## config.mk

```make
export PLATFORM = sky130hd
export DESIGN_NAME = twin_slot_sequencer
export DESIGN_NICKNAME = d
export VERILOG_FILES = /design/src/rtl/tsq_pkg.sv /design/src/rtl/tsq_stage_track.sv /design/src/rtl/tsq_join.sv /design/src/rtl/tsq_steer.sv /design/src/rtl/twin_slot_sequencer.sv
export SDC_FILE = /design/constraint.sdc
export NUM_CORES = 1
export LEC_CHECK = 0
export ABC_AREA = 1
export BUFFER_PORTS_ARGS = -buffer_cell sky130_fd_sc_hd__buf_2
export CAP_MARGIN = 10
export CORE_ASPECT_RATIO = 1.4
export CORE_MARGIN = 4
export CORE_UTILIZATION = 55
export CTS_CLUSTER_DIAMETER = 200
export CTS_CLUSTER_SIZE = 10
export DETAILED_ROUTE_END_ITERATION = 8
export GPL_TIMING_DRIVEN = 1
export PLACE_DENSITY = 0.76
export SYNTH_ARGS = -nofsm -noshare
export SYNTH_HDL_FRONTEND = slang
export SYNTH_SLANG_ARGS = --single-unit
```

## constraint.sdc

```tcl
create_clock -name clk -period 2.1 [get_ports clk]
set_clock_uncertainty 0.15 [all_clocks]
set_input_delay 0.42 -clock clk [delete_from_list [all_inputs] [get_ports clk]]
set_output_delay 0.42 -clock clk [all_outputs]
set_load 0.01 [all_outputs]
```

## src/rtl/tsq_pkg.sv

```systemverilog
package tsq_pkg;
  localparam int NSLOT = 2;

  typedef enum logic [1:0] {
    ST_IDLE = 2'd0,
    ST_LOAD = 2'd1,
    ST_RUN  = 2'd2
  } tsq_state_e;
endpackage

```

## src/rtl/tsq_stage_track.sv

```systemverilog
module tsq_stage_track #(
  parameter int CNT_W = 8
) (
  input  logic             clk,
  input  logic             rst_n,
  input  logic             load_i,
  input  logic [CNT_W-1:0] count_i,
  input  logic             adv_i,
  output logic [CNT_W-1:0] idx_o,
  output logic             last_o,
  output logic             next_last_o
);
  localparam logic [CNT_W-1:0] ONE = {{(CNT_W-1){1'b0}}, 1'b1};

  logic [CNT_W-1:0] total_q, total_d;
  logic [CNT_W-1:0] idx_q, idx_d;
  logic [CNT_W-1:0] idx_inc;
  logic             upd_en;

  assign idx_inc = idx_q + ONE;
  assign upd_en  = load_i | adv_i;

  always_comb begin
    total_d = total_q;
    idx_d   = idx_q;
    if (load_i) begin
      total_d = count_i;
      idx_d   = ONE;
    end else if (adv_i) begin
      idx_d   = idx_inc;
    end
  end

  always_ff @(posedge clk or negedge rst_n) begin
    if (!rst_n) begin
      total_q <= '0;
      idx_q   <= '0;
    end else if (upd_en) begin
      total_q <= total_d;
      idx_q   <= idx_d;
    end
  end

  assign idx_o       = idx_q;
  assign last_o      = (idx_q == total_q);
  assign next_last_o = (idx_inc == total_q);
endmodule

```

## src/rtl/tsq_join.sv

```systemverilog
module tsq_join (
  input  logic clk,
  input  logic rst_n,
  input  logic en_i,
  input  logic clr_i,
  input  logic need_cfg_i,
  input  logic run_done_i,
  input  logic cfg_done_i,
  output logic ready_o
);
  logic run_seen_q, run_seen_d;
  logic cfg_seen_q, cfg_seen_d;
  logic flag_en;

  assign flag_en = clr_i | en_i;

  always_comb begin
    run_seen_d = run_seen_q;
    cfg_seen_d = cfg_seen_q;
    if (clr_i) begin
      run_seen_d = 1'b0;
      cfg_seen_d = 1'b0;
    end else if (en_i) begin
      if (run_done_i) run_seen_d = 1'b1;
      if (cfg_done_i) cfg_seen_d = 1'b1;
    end
  end

  always_ff @(posedge clk or negedge rst_n) begin
    if (!rst_n) begin
      run_seen_q <= 1'b0;
      cfg_seen_q <= 1'b0;
    end else if (flag_en) begin
      run_seen_q <= run_seen_d;
      cfg_seen_q <= cfg_seen_d;
    end
  end

  assign ready_o = en_i & (run_seen_q | run_done_i) &
                   (~need_cfg_i | cfg_seen_q | cfg_done_i);
endmodule

```

## src/rtl/tsq_steer.sv

```systemverilog
module tsq_steer
  import tsq_pkg::*;
(
  input  logic             clk,
  input  logic             rst_n,
  input  logic             home_i,
  input  logic             flip_i,
  input  logic             run_fire_i,
  input  logic             run_slot_i,
  input  logic             cfg_fire_i,
  input  logic             cfg_slot_i,
  output logic             active_o,
  output logic             src_sel_o,
  output logic             dst_sel_o,
  output logic [NSLOT-1:0] run_o,
  output logic [NSLOT-1:0] cfg_o
);
  logic             act_q, act_d;
  logic             act_en;
  logic [NSLOT-1:0] run_d, cfg_d;
  logic [NSLOT-1:0] run_q, cfg_q;

  assign act_en = home_i | flip_i;

  always_comb begin
    act_d = act_q;
    if (home_i)      act_d = 1'b0;
    else if (flip_i) act_d = ~act_q;
  end

  always_ff @(posedge clk or negedge rst_n) begin
    if (!rst_n)      act_q <= 1'b0;
    else if (act_en) act_q <= act_d;
  end

  for (genvar g = 0; g < NSLOT; g++) begin : g_slot
    assign run_d[g] = run_fire_i & (run_slot_i == g[0]);
    assign cfg_d[g] = cfg_fire_i & (cfg_slot_i == g[0]);

    always_ff @(posedge clk or negedge rst_n) begin
      if (!rst_n) begin
        run_q[g] <= 1'b0;
        cfg_q[g] <= 1'b0;
      end else begin
        run_q[g] <= run_d[g];
        cfg_q[g] <= cfg_d[g];
      end
    end
  end

  assign active_o  = act_q;
  assign src_sel_o = act_q;
  assign dst_sel_o = ~act_q;
  assign run_o     = run_q;
  assign cfg_o     = cfg_q;
endmodule

```

## src/rtl/twin_slot_sequencer.sv

```systemverilog
module twin_slot_sequencer
  import tsq_pkg::*;
#(
  parameter int CNT_W = 8
) (
  input  logic             clk,
  input  logic             rst_n,
  input  logic             start_i,
  input  logic [CNT_W-1:0] stage_count_i,
  output logic [1:0]       run_o,
  input  logic [1:0]       run_done_i,
  output logic [1:0]       cfg_o,
  input  logic [1:0]       cfg_done_i,
  output logic             src_sel_o,
  output logic             dst_sel_o,
  output logic [CNT_W-1:0] stage_idx_o,
  output logic             busy_o,
  output logic             job_done_o
);
  tsq_state_e state_q, state_d;
  logic       done_q, done_d;
  logic       load, adv, home, flip;
  logic       run_fire, run_slot, cfg_fire, cfg_slot;
  logic       join_en, join_clr, ready;
  logic       last, next_last, active;
  logic       cnt_zero;

  assign cnt_zero = (stage_count_i == '0);

  tsq_stage_track #(.CNT_W(CNT_W)) u_track (
    .clk         (clk),
    .rst_n       (rst_n),
    .load_i      (load),
    .count_i     (stage_count_i),
    .adv_i       (adv),
    .idx_o       (stage_idx_o),
    .last_o      (last),
    .next_last_o (next_last)
  );

  tsq_join u_join (
    .clk        (clk),
    .rst_n      (rst_n),
    .en_i       (join_en),
    .clr_i      (join_clr),
    .need_cfg_i (~last),
    .run_done_i (run_done_i[active]),
    .cfg_done_i (cfg_done_i[~active]),
    .ready_o    (ready)
  );

  tsq_steer u_steer (
    .clk        (clk),
    .rst_n      (rst_n),
    .home_i     (home),
    .flip_i     (flip),
    .run_fire_i (run_fire),
    .run_slot_i (run_slot),
    .cfg_fire_i (cfg_fire),
    .cfg_slot_i (cfg_slot),
    .active_o   (active),
    .src_sel_o  (src_sel_o),
    .dst_sel_o  (dst_sel_o),
    .run_o      (run_o),
    .cfg_o      (cfg_o)
  );

  always_comb begin
    state_d  = state_q;
    done_d   = 1'b0;
    load     = 1'b0;
    adv      = 1'b0;
    home     = 1'b0;
    flip     = 1'b0;
    run_fire = 1'b0;
    run_slot = 1'b0;
    cfg_fire = 1'b0;
    cfg_slot = 1'b0;
    join_en  = 1'b0;
    join_clr = 1'b0;
    case (state_q)
      ST_IDLE: begin
        if (start_i) begin
          if (cnt_zero) begin
            done_d = 1'b1;
          end else begin
            load     = 1'b1;
            home     = 1'b1;
            cfg_fire = 1'b1;
            cfg_slot = 1'b0;
            join_clr = 1'b1;
            state_d  = ST_LOAD;
          end
        end
      end
      ST_LOAD: begin
        if (cfg_done_i[0]) begin
          run_fire = 1'b1;
          run_slot = 1'b0;
          cfg_fire = ~last;
          cfg_slot = 1'b1;
          state_d  = ST_RUN;
        end
      end
      ST_RUN: begin
        join_en = 1'b1;
        if (ready) begin
          join_clr = 1'b1;
          if (last) begin
            done_d  = 1'b1;
            state_d = ST_IDLE;
          end else begin
            adv      = 1'b1;
            flip     = 1'b1;
            run_fire = 1'b1;
            run_slot = ~active;
            cfg_fire = ~next_last;
            cfg_slot = active;
          end
        end
      end
      default: state_d = ST_IDLE;
    endcase
  end

  always_ff @(posedge clk or negedge rst_n) begin
    if (!rst_n) begin
      state_q <= ST_IDLE;
      done_q  <= 1'b0;
    end else begin
      state_q <= state_d;
      done_q  <= done_d;
    end
  end

  assign busy_o     = (state_q != ST_IDLE);
  assign job_done_o = done_q;
endmodule

```

After elaboration in Yosys (flattened, before gate mapping)

Cells that the tools add are included.

ROM bits: 0
Register bits after elaboration: 26
Memory bits (writable): 0
Memories kept: 0
Bits in latches: 0
Input bits: 15
Word-level logic and storage cells: 97
Output and inout port bits: 16

Shift operators: 0
Equal/unequal tests: 9
Bitwise gates (word level): 16
Add/sub/neg operators: 1
Magnitude comparators: 2
Divide/modulo/power cells: 0
Multiplexer cells: 46
Reduce and logical (&&, ||, !) cells: 12
$mul: 0

Operators by type and width:

| kind                                                        | count |
|---|---|
| 2-to-1 mux 1 bit                                            | 33 |
| == test 8 bit                                               | 2 |
| 2-to-1 mux 8 bit                                            | 2 |
| 2-to-1 mux 2 bit                                            | 5 |
| != test 2 bit (second input constant)                       | 5 |
| nonzero test 2 bit                                          | 5 |
| adder 8 x 1 -> 8 bit (second input constant)                | 1 |
| logical NOT 8 bit                                           | 1 |
| case mux 1 bit (2 select lines)                             | 4 |
| bitwise AND 1 bit                                           | 6 |
| case mux 2 bit (3 select lines)                             | 1 |
| AND reduction 3 bit                                         | 2 |
| NOT 1 bit                                                   | 5 |
| OR 1 bit                                                    | 5 |
| AND reduction 5 bit                                         | 1 |
| less-than comparator 1 x 2 -> 1 bit (second input constant) | 2 |
| AND reduction 2 bit                                         | 2 |
| case mux 1 bit (3 select lines)                             | 1 |
| == test 2 x 1 -> 1 bit (second input constant)              | 1 |
| == test 2 bit (second input constant)                       | 1 |
| logical NOT 2 bit                                           | 1 |

Logic depth before layout (Yosys ltp)

Word-level depth: 9
Mapped depth: 14
Depth with buffers taken out: 14

Modules after synthesis

A second synthesis with hierarchy kept.

Cells, all modules: 233
Area, all modules: 1637.8 um2

By module, submodules not included:

| module              | area an instance (um2) | sequential area each (um2) | times used | cells an instance |
|---|---|---|---|---|
| tsq_stage_track     | 991.0                  | 400.4                      | 1          | 145 |
| twin_slot_sequencer | 362.8                  | 75.1                       | 1          | 54 |
| tsq_steer           | 185.2                  | 125.1                      | 1          | 20 |
| tsq_join            | 98.8                   | 50.0                       | 1          | 14 |

Least setup slack after synthesis

Ideal clock, no wire load.

Kind: reg-to-reg
From: reg state_q[0]
To: reg u_steer.cfg_q[1] (netlist: u_steer.cfg_o[1])
Period minus slack after synthesis: 1.823 ns
Required time: 1.879 ns
Library setup time: 0.071 ns
Setup slack: 0.277 ns
Arrival: 1.602 ns
Path buffers: 0
Stages on the path, launching flop included: 15
Cells stage by stage: dfrtp_1 inv_1 ha_1 inv_1 nor2_1 nand2_1 nand2_1 nand2_2 nor2_4 inv_2 nor2_4 nand2_1 nand2_1 nand2_1 nor2_1

Longest elaborated chain between the ends: 7
Elaborated cells on any way between the ends: 11
Classes of those cells: eq/ne (2); mux (5); bitwise (3); reduce/logical (1)

RTL lines:

| what                                                                                      | RTL line                   | text |
|---|---|---|
| start: declaration                                                                        | twin_slot_sequencer.sv:20  | `tsq_state_e state_q, state_d;` |
| start signal: assignment                                                                  | twin_slot_sequencer.sv:131 | `state_q <= state_d;` |
| == test 2 bit                                                                             | twin_slot_sequencer.sv:81  | `case (state_q)` |
| 2-to-1 mux 1 bit                                                                          | twin_slot_sequencer.sv:81  |  |
| bitwise AND 1 bit (2 in a row)                                                            | tsq_join.sv:39             | `assign ready_o = en_i & (run_seen_q \| run_done_i) &` |
| 2-to-1 mux 1 bit                                                                          | twin_slot_sequencer.sv:107 | `if (ready) begin` |
| case mux 1 bit (3 select lines) / case mux 1 bit (2 select lines) (equally long branches) | twin_slot_sequencer.sv:81  |  |
| bitwise AND 1 bit (*)                                                                     | tsq_steer.sv:38            | `assign cfg_d[g] = cfg_fire_i & (cfg_slot_i == g[0]);` |
| via u_steer.cfg_d[1]                                                                      | tsq_steer.sv:20            | `logic [NSLOT-1:0] run_d, cfg_d;` |
| end signal: indexed assignment                                                            | tsq_steer.sv:46            | `cfg_q[g] <= cfg_d[g];` |
| end: declaration                                                                          | tsq_steer.sv:21            | `logic [NSLOT-1:0] run_q, cfg_q;` |

Mark *: on every way through the listed nets, which the timed path passes. The rest lies on a longest branch.
A chain may end at the register's enable or synchronous reset.

Worst setup path after layout

From: reg state_q[1]
To: reg u_track.idx_q[3] (netlist: u_track.idx_o[3])

Longest elaborated chain between the ends: 8
Elaborated cells on any way between the ends: 12
Classes of those cells: eq/ne (1); mux (5); bitwise (3); reduce/logical (3)

RTL lines:

| what                                                            | RTL line                   | text |
|---|---|---|
| == test 2 bit                                                   | twin_slot_sequencer.sv:81  |  |
| 2-to-1 mux 1 bit                                                | twin_slot_sequencer.sv:81  |  |
| bitwise AND 1 bit (2 in a row)                                  | tsq_join.sv:39             |  |
| 2-to-1 mux 1 bit                                                | twin_slot_sequencer.sv:107 |  |
| 2-to-1 mux 1 bit                                                | twin_slot_sequencer.sv:81  |  |
| nonzero test 2 bit (no line) / OR 1 bit (equally long branches) | -                          |  |
| AND reduction 2 bit (no line)                                   | -                          |  |
| end signal: assignment                                          | tsq_stage_track.sv:40      | `idx_q <= idx_d;` |
| end: declaration                                                | tsq_stage_track.sv:16      | `logic [CNT_W-1:0] idx_q, idx_d;` |

Several ways; a longest one is shown, not always the timed one.

==> impl_metrics.tcl <==
set metrics [dict create \
    status "finished, violations left" \
    violations "negative hold slack" \
    power_density_nw_per_um2 1170 \
    hold_class "in -> async" \
    wl_per_cell_um 12.2 \
    std_cell_rows 23 \
    seq_area_frac_synth_pct 38.7 \
    ioPinCount 31 \
    yosys.area_share.simple_pct 30.9 \
    synth_xor_area_share_pct 7.23 \
    dp_hpwl_mm 2.85 \
    synth_cell_types 28 \
    worstSetupStartpointType "register" \
    drt_iter0_drc 32 \
    clk_pin_slew_worst_paths_ps 90 \
    place_congestion 0.782 \
    setup.worst_path.class "reg -> reg" \
    stdcell_area_um2 1960 \
    clk_latency_ps 270 \
    wirelength_mm 3.59 \
    p_leak_nw 1.08 \
    grt_usage_pct 19.7 \
    critPathSlowestCell "dfrtp_1" \
    die-area_um2 4010 \
    start_util_pct 57.8 \
    slowest_delay_ps 450 \
    drive_gt1_share_pct 25.2 \
    die_w_um 54.7 \
    synth.avg_cell_area_um2 7.56 \
    tightestPinTransition_ps 596 \
    drc 0 \
    cpMostUsedCell "inv_1" \
    grt_pass1_wl_mm 5.87 \
    final_core_util_pct 67.6 \
    cts_tree "yes" \
    antenna_found_initial 0 \
    core-area_um2 2910 \
    synth-adder-area-share_pct 5.22 \
    synth_warnings 0 \
    fin_nets 281 \
    synth_top_family_by_area "simple AND/OR/NAND/NOR gates" \
    numCtsBuffers 3 \
    finalSetupViolCount 0 \
    postRouteAntennaNets 0 \
    synth-compound-area-share_pct 8.35 \
    arrival_ps 1910 \
    syn_inst 222 \
    grt_pass1_vias 1417 \
    worst-r2r-setup-slack_ps 200 \
    area_growth_pct 17.0 \
    crit_fanout 10 \
    grt_max_degree 27 \
    cts_sinks 26 \
    holdWs_ps -3.10 \
    post-route-period-util_pct 90.6 \
    io_buffers 30 \
    antennaDiodeCount 0 \
    slew_headroom_pct 60.3 \
    placed_cell_area_um2 1880 \
    maxCapViolCount 0 \
    p_total_mw 2.30 \
    synth-seq-cells 26 \
    netlist_area_um2 1680 \
    drv_slew 0 \
    timing.final.crit_period_ps 1900 \
    vias_per_cell 4.93 \
    hold_buffers 0 \
    vdd_drop_max_mv 0.792 \
    firstDrtPassIters 4 \
    clockRootBuffer "clkbuf_8" \
    htree_levels 1 \
    fmax_mhz 525 \
    vias 1453 \
    crit_path_cell_trace "inv_1 > ha_1 > inv_1 > nor3_1 > inv_1 > buf_4 > nand3_1 > o21ai_1" \
    hold_viol 14 \
    syn_nets 244 \
    overflow 0 \
    clock_path_buffers 2 \
    rsz0062_at_grt "false" \
    fp.dieH_um 73.4 \
    synth_mux_area_share_pct 0 \
    tns_ps 0 \
    cp.required_ps 2110 \
    endpoint_kind "register" \
]
## synthesized netlist by cell type
cell type | count | share of area [%]
o32ai_1 | 1 | 0.52
inv_1 | 30 | 6.7
xnor2_1 | 4 | 2.1
nand2_2 | 5 | 1.9
buf_2 | 3 | 0.89
xor2_2 | 1 | 0.97
nor2_1 | 22 | 4.9
nand4_1 | 1 | 0.37
nand3b_1 | 1 | 0.45
nand2_1 | 56 | 13
nor2_4 | 2 | 1.3
o21ai_2 | 1 | 0.52
nor3_1 | 2 | 0.60
dfrtp_1 | 26 | 39
nor2_2 | 4 | 1.5
ha_1 | 7 | 5.2
nand2_4 | 2 | 1.3
inv_4 | 1 | 0.37
o22ai_2 | 1 | 0.75
a21oi_1 | 6 | 1.8
or2_1 | 1 | 0.37
o21ai_1 | 5 | 1.5
nand3_1 | 15 | 4.5
xor2_1 | 8 | 4.2
inv_2 | 4 | 0.89
nor2_8 | 1 | 1.2
buf_6 | 1 | 0.67
o21ai_0 | 11 | 3.3
## worst max-delay path, delay by kind of cell, from the launching register on
family / cells / cell delay [ps]
compound gates: 1 / 70
fa+ha+maj: 1 / 190
buf+inv: 4 / 650
flops: 1 / 450
simple gates: 2 / 300
## worst paths after layout
path / startpoint / endpoint / cells past startpoint
max: state_q[1] / u_track.idx_o[3] / 8
min: rst_n / u_track.idx_o[7] / 1
max reg2reg: state_q[1] / u_track.idx_o[3] / 8
min reg2reg: u_join.run_seen_q / u_join.run_seen_q / 2
max in group asynchronous: rst_n / u_join.run_seen_q / 1
min in group clk: stage_count_i[2] / u_track.total_q[2] / 3
## registers in the layout, summed over array words and instances, names as in the netlist
register	cells
u_join.cfg_seen_q	1
job_done_o	1
state_q	2
u_steer.active_o	1
u_track.total_q	8
u_steer.run_o	2
u_track.idx_o	8
u_steer.cfg_o	2
u_join.run_seen_q	1
## report_power, final
| part | total (mW) | internal [mW] | switching (mW) |
|---|---|---|---|
| clock | 0.322 | 0.168 | 0.154 |
| combinational | 1.19 | 0.471 | 0.723 |
| sequential | 0.783 | 0.652 | 0.131 |
## repair_timing
item                                    CTS  global route
buffers inserted                          0             2
gates resized for setup                   0             4
endpoints found under the setup margin    0            11
## per-layer routing
layer  up-vias  track usage, %  part of all wire, %
li1        756               -                    -
met1       662            22.7                   41
met2        30            35.8                   54
met3         5            2.43                  3.9
met4         0            6.37                  1.2
met5         -               0                    0
## through the flow
| stage | worst slack [ps] | hold WS (ps) | std cells |
|---|---|---|---|
| global placement | 165 | 301 | 289 |
| floorplan | 277 | -25.6 | 222 |
| CTS | 54.3 | 6.87 | 293 |
| global route | 7.86 | 33.5 | 295 |
| detailed placement | 81.7 | 298 | 289 |
| finish | 197 | -3.10 | 295 |
## cells by family after synthesis
kind of cell | after synthesis
simple gates | 112
compound gates | 25
buf+inv | 39
flops | 26
fa+ha+maj | 7
xor+xnor | 13
## layout make-up
cell class              instances  area (um^2)
well taps                      37         46.3
inverters                      35          134
clock buffers                   4         55.1
repair buffers                 36          195
multi-input cells             157          883
flip-flops and latches         26          651
fillers                       265          942
## placed cells by master, fill, tap and decap left out, types with 2 or more instances in the layout
cell type and instances:
nand2_1 56, buf_2 30, inv_1 29, dfrtp_1 26
nor2_1 21, nand3_1 15, o21ai_0 11, xor2_1 8
a21oi_1 6, ha_1 6, buf_4 6, inv_2 5
nand2_2 5, nor2_2 5, o21ai_1 5, xnor2_1 4
clkbuf_8 4, nor2_4 2, nand2_4 2, nor3_1 2
(Power assumes the default switching activity.)
